==> src/rtl/csr_rmw_pkg.sv <==
package csr_rmw_pkg;
    typedef enum logic [1:0] {
        OP_NONE = 2'b00,
        OP_SWAP = 2'b01,
        OP_SET  = 2'b10,
        OP_CLR  = 2'b11
    } csr_op_e;

    localparam logic [1:0] PRIV_U = 2'd0;
    localparam logic [1:0] PRIV_S = 2'd1;
    localparam logic [1:0] PRIV_M = 2'd3;

    localparam logic [1:0] RO_TAG = 2'b11;
    localparam int unsigned ADDR_W = 12;
endpackage

==> src/rtl/csr_access_check.sv <==
module csr_access_check
    import csr_rmw_pkg::*;
(
    input  csr_op_e    op,
    input  logic [3:0] addr_hi,
    input  logic       src_zero,
    input  logic [1:0] priv,
    input  logic       hit,
    output logic       wants_write,
    output logic       illegal
);
    logic [1:0] min_priv;
    logic       read_only;
    logic       bad_op;

    always_comb begin
        min_priv    = addr_hi[1:0];
        read_only   = (addr_hi[3:2] == RO_TAG);
        bad_op      = (op == OP_NONE);
        wants_write = (op == OP_SWAP) || (((op == OP_SET) || (op == OP_CLR)) && !src_zero);
        illegal     = bad_op || !hit || (priv < min_priv) || (read_only && wants_write);
    end
endmodule

==> src/rtl/csr_rmw_alu.sv <==
module csr_rmw_alu
    import csr_rmw_pkg::*;
#(
    parameter int unsigned XLEN = 32
) (
    input  csr_op_e           op,
    input  logic [XLEN-1:0]   old_val,
    input  logic [XLEN-1:0]   src,
    output logic [XLEN-1:0]   new_val
);
    always_comb begin
        unique case (op)
            OP_SWAP: new_val = src;
            OP_SET:  new_val = old_val | src;
            OP_CLR:  new_val = old_val & ~src;
            default: new_val = old_val;
        endcase
    end
endmodule

==> src/rtl/csr_rmw_unit.sv <==
module csr_rmw_unit
    import csr_rmw_pkg::*;
#(
    parameter int unsigned XLEN = 32
) (
    input  logic                 clk,
    input  logic                 rst_n,
    input  logic                 req_valid,
    input  logic [1:0]           req_op,
    input  logic [ADDR_W-1:0]    req_addr,
    input  logic [XLEN-1:0]      rs1_data,
    input  logic                 rs1_is_zero,
    input  logic [1:0]           cur_priv,
    output logic [ADDR_W-1:0]    csr_rd_addr,
    input  logic [XLEN-1:0]      csr_rd_data,
    input  logic                 csr_rd_hit,
    output logic                 rsp_valid,
    output logic [XLEN-1:0]      rd_value,
    output logic                 wr_en,
    output logic [ADDR_W-1:0]    wr_addr,
    output logic [XLEN-1:0]      wr_data,
    output logic                 illegal
);
    typedef struct packed {
        logic                valid;
        logic [XLEN-1:0]     rd_value;
        logic                wr_en;
        logic [ADDR_W-1:0]   wr_addr;
        logic [XLEN-1:0]     wr_data;
        logic                illegal;
    } rsp_t;

    rsp_t    rsp_d, rsp_q;
    csr_op_e op_dec;
    logic    wants_write;
    logic    chk_illegal;
    logic [XLEN-1:0] merged;

    assign op_dec      = csr_op_e'(req_op);
    assign csr_rd_addr = req_addr;

    csr_access_check u_check (
        .op          (op_dec),
        .addr_hi     (req_addr[11:8]),
        .src_zero    (rs1_is_zero),
        .priv        (cur_priv),
        .hit         (csr_rd_hit),
        .wants_write (wants_write),
        .illegal     (chk_illegal)
    );

    csr_rmw_alu #(.XLEN(XLEN)) u_alu (
        .op      (op_dec),
        .old_val (csr_rd_data),
        .src     (rs1_data),
        .new_val (merged)
    );

    always_comb begin
        rsp_d = '0;
        if (req_valid) begin
            rsp_d.valid   = 1'b1;
            rsp_d.illegal = chk_illegal;
            if (!chk_illegal) begin
                rsp_d.rd_value = csr_rd_data;
                rsp_d.wr_en    = wants_write;
                if (wants_write) begin
                    rsp_d.wr_addr = req_addr;
                    rsp_d.wr_data = merged;
                end
            end
        end
    end

    always_ff @(posedge clk) begin
        if (!rst_n) rsp_q <= '0;
        else        rsp_q <= rsp_d;
    end

    assign rsp_valid = rsp_q.valid;
    assign rd_value  = rsp_q.rd_value;
    assign wr_en     = rsp_q.wr_en;
    assign wr_addr   = rsp_q.wr_addr;
    assign wr_data   = rsp_q.wr_data;
    assign illegal   = rsp_q.illegal;

    a_r2_response_follows: assert property (@(posedge clk) disable iff (!rst_n)
        req_valid |=> rsp_valid);
    a_r2_idle_quiet: assert property (@(posedge clk) disable iff (!rst_n)
        !req_valid |=> (!rsp_valid && !wr_en && !illegal));
    a_r3_priv_too_low: assert property (@(posedge clk) disable iff (!rst_n)
        (req_valid && (cur_priv < req_addr[9:8])) |=> illegal);
    a_r4_ro_swap: assert property (@(posedge clk) disable iff (!rst_n)
        (req_valid && (req_addr[11:10] == 2'b11) && (req_op == 2'b01)) |=> illegal);
    a_r7_zero_src_no_write: assert property (@(posedge clk) disable iff (!rst_n)
        (req_valid && req_op[1] && rs1_is_zero) |=> !wr_en);
    a_r9_unimplemented: assert property (@(posedge clk) disable iff (!rst_n)
        (req_valid && !csr_rd_hit) |=> illegal);
    a_r10_no_write_on_trap: assert property (@(posedge clk) disable iff (!rst_n)
        illegal |-> (!wr_en && (rd_value == '0)));
    a_r11_bad_op: assert property (@(posedge clk) disable iff (!rst_n)
        (req_valid && (req_op == 2'b00)) |=> illegal);
endmodule

==> config.mk <==
export PLATFORM = sky130hd
export DESIGN_NAME = csr_rmw_unit
export DESIGN_NICKNAME = d
export VERILOG_FILES = /design/src/rtl/csr_rmw_pkg.sv /design/src/rtl/csr_access_check.sv /design/src/rtl/csr_rmw_alu.sv /design/src/rtl/csr_rmw_unit.sv
export SDC_FILE = /design/constraint.sdc
export NUM_CORES = 1
export LEC_CHECK = 0
export BUFFER_PORTS_ARGS = -buffer_cell sky130_fd_sc_hd__buf_2
export CORE_UTILIZATION = 50
export CTS_BUF_LIST = sky130_fd_sc_hd__clkbuf_2 sky130_fd_sc_hd__clkbuf_4 sky130_fd_sc_hd__clkbuf_8
export CTS_CLUSTER_DIAMETER = 200
export DETAILED_ROUTE_END_ITERATION = 10
export PLACE_DENSITY = 0.91
export SETUP_SLACK_MARGIN = 0.15
export SLEW_MARGIN = 20
export SYNTH_ARGS = -nofsm -noshare
export SYNTH_HDL_FRONTEND = slang
export SYNTH_SLANG_ARGS = --single-unit
==> constraint.sdc <==
create_clock -name clk -period 5.4 [get_ports clk]
set_clock_uncertainty 0.15 [all_clocks]
set_input_delay 0.81 -clock clk [delete_from_list [all_inputs] [get_ports clk]]
set_output_delay 0.81 -clock clk [all_outputs]
set_load 0.01 [all_outputs]
==> impl_metrics.tcl <==
set metrics [dict create \
    synth_top_area_share_pct 46.6 \
    fin_area_mm2 0.00436 \
    postSynthCellCount 303 \
    synth_top_cell_by_area "dfxtp_1" \
    fin_ws_ns 1.99 \
    cp.required_ns 5.53 \
    rows 29 \
    num_vias 2843 \
    whs_path_depth 2 \
    place_congestion 0.735 \
    portBuffers 175 \
    status "finished with violations" \
    p_comb_share_pct 12.0 \
    ir_drop_mv 0.177 \
    postCtsHoldBufs 0 \
    crit_path_cell_trace "buf_2 > buf_4 > a21boi_0 > o22a_2 > nand3_4 > inv_2 > and2_4" \
    cts_setup_buffers 0 \
    wirelength_um 7900 \
    yosys-top-cells-area "dfxtp_1, a2111oi_2, a2111oi_4" \
    dieHeight_um 84.4 \
    clock_path_buffers 2 \
    h-tree-depth 3 \
    pin_count 176 \
    post_cts_resized 0 \
    clkSinkCount 79 \
    cp.depth 7 \
    grt_pass1_vias 2714 \
    drtPass1Iterations 8 \
    clk_pin_slew_worst_paths_ns 0.08 \
    min_period_over_period_pct 63.1 \
    fmax_ghz 0.294 \
    setup_violations 0 \
    setup-tns-final_ns 0 \
    drt_iter0_drc 78 \
    post-dp-hpwl_um 5510 \
    leakage_uw 0.00210 \
    drive_gt1_share_pct 51.9 \
    violations "DRC" \
    cts_buffers 9 \
    arrival_ns 3.54 \
    dp.cells 520 \
    crit_path_top_delay_cell "nand3_4" \
    die-area_mm2 0.00713 \
    yosysWarningCount 0 \
    fin_nets 540 \
    slew-limit-headroom_pct 48.2 \
    pre_cts_ws_ns 1.65 \
    max_cap_viol_count 0 \
    overflow 0 \
    critPathTopFamily "buffers and inverters" \
    drt-vias-per-instance 5.30 \
    antennaDiodeCount 0 \
    initial_core_util_pct 52.6 \
    critPathMaxFanout 67 \
    fin_util_pct 67.5 \
    grt_pass1_wl_um 12500 \
    cts_tree "yes" \
    internal_power_uw 919 \
    coreArea_mm2 0.00646 \
    ys_ff_latch 79 \
    hold_violations 0 \
    p_sw_uw 299 \
    start_kind "primary input" \
    placed_area_mm2 0.00414 \
    yosys.cell_types.count 30 \
    layout_min_cycle_time_ns 3.41 \
    grt_usage_pct 22.1 \
    path_class "primary input to flip-flop" \
    area_growth_pct 28.3 \
    fin_cells 536 \
    hp-class "primary input to flip-flop" \
    drc 13 \
    critical-path-max-stage-delay_ns 0.71 \
    avgRoutedWirePerCell_um 14.7 \
    drv_slew 0 \
    cts_root_buf "clkbuf_8" \
    crit_buf_inv 3 \
    ys_seq_area_share_pct 46.6 \
    worst_pin_slew_ns 0.776 \
    seqPwrFrac_pct 48.6 \
    critical_path.endpoint_type "flip-flop" \
    die_w_um 84.4 \
    grt_max_degree 68 \
    rsz0062_at_grt "no" \
    syn_area_mm2 0.00340 \
    swShare_pct 24.5 \
    clkPwrFrac_pct 39.4 \
    power_density_mw_per_mm2 279 \
    synth_nets 389 \
    antenna_found_initial 0 \
    ant_nets 0 \
    synth_area_per_cell_um2 11.2 \
]
placed cells by master (no fill, tap or decap), types with 2 or more instances in the layout:
master     count
nor2_1        34
a2111oi_4     10
a211oi_1      32
and3_1        30
bufinv_16      2
and2_4         9
buf_2        175
and2_1         2
clkinv_2       3
nor2b_1       29
a2111oi_2     19
dfxtp_1       79
and3_2         2
and2b_1        4
a2111oi_0      3
clkbuf_8      10
per-layer routing:
layer / routed length, um / track usage, % / share of wire (%)
met4: 145 / 9.09 / 1.8
met5: 0 / 0 / 0
met1: 3240 / 25.6 / 41
met2: 3990 / 38.9 / 51
met3: 518 / 5.70 / 6.6
sequential cells by signal, indices dropped and copies added (netlist names):
| register | cells |
|---|---|
| illegal | 1 |
| wr_data | 32 |
| wr_addr | 12 |
| wr_en | 1 |
| rd_value | 32 |
| rsp_valid | 1 |
cell families (layout without fill, tap and decap cells):
| logic type | after synthesis | in the layout | share of synthesized area (%) |
|---|---|---|---|
| AOI/OAI and AO/OA | 68 | 68 | 25.2 |
| adders and majority gates | 1 | 1 | 0.368 |
| buffers and inverters | 38 | 194 | 7.26 |
| DFF | 79 | 79 | 46.6 |
| and+or+nand+nor | 117 | 117 | 20.7 |
power by group through the flow:
stage | Sequential (uW) | Combinational (uW) | Clock (uW)
6_report | 592 | 146 | 480
3_5_place_dp | 606 | 146 | 0
4_1_cts | 592 | 146 | 490
2_1_floorplan | 610 | 81.9 | 0
3_3_place_gp | 606 | 140 | 0
5_1_grt | 593 | 160 | 517
cell usage after synthesis:
master and number:
a2111oi_0 3, a2111oi_2 19, a2111oi_4 10, a211oi_1 32
a21boi_0 1, a21oi_1 1, and2_1 2, and2_2 1
and2_4 9, and2b_1 4, and3_1 30, and3_2 2
and3b_2 1, and3b_4 1, and4_1 1, buf_2 5
buf_4 14, buf_6 6, clkbuf_1 11, dfxtp_1 79
ha_1 1, inv_1 1, inv_2 1, nand2_1 1
nand3_4 1, nor2_1 34, nor2b_1 29, o21ai_0 1
o22a_2 1, or3b_1 1
metrics by stage:
step,hold slack [ns],total power (uW)
2_1_floorplan,0.752,692
3_3_place_gp,0.885,745
3_5_place_dp,0.892,751
4_1_cts,0.532,1230
5_1_grt,0.525,1270
6_report,0.548,1220
worst paths after layout:
path / from / to / slack (ns)
max: req_op[0] / wr_addr[7]$_SDFF_PP0_ / 1.99
min: rs1_data[24] / wr_data[24]$_SDFF_PP0_ / 0.55
layout make-up:
cell class                      instances  area (um2)
Sequential cell                        79        1580
Tap cell                               77        96.3
Multi-Input combinational cell        186        1570
Clock inverter                          6        83.8
Inverter                                2        7.51
Clock buffer                           10         138
Fill cell                             504        2100
Timing Repair Buffer                  176         883
Note: power is estimated with default switching activity, not from simulation.
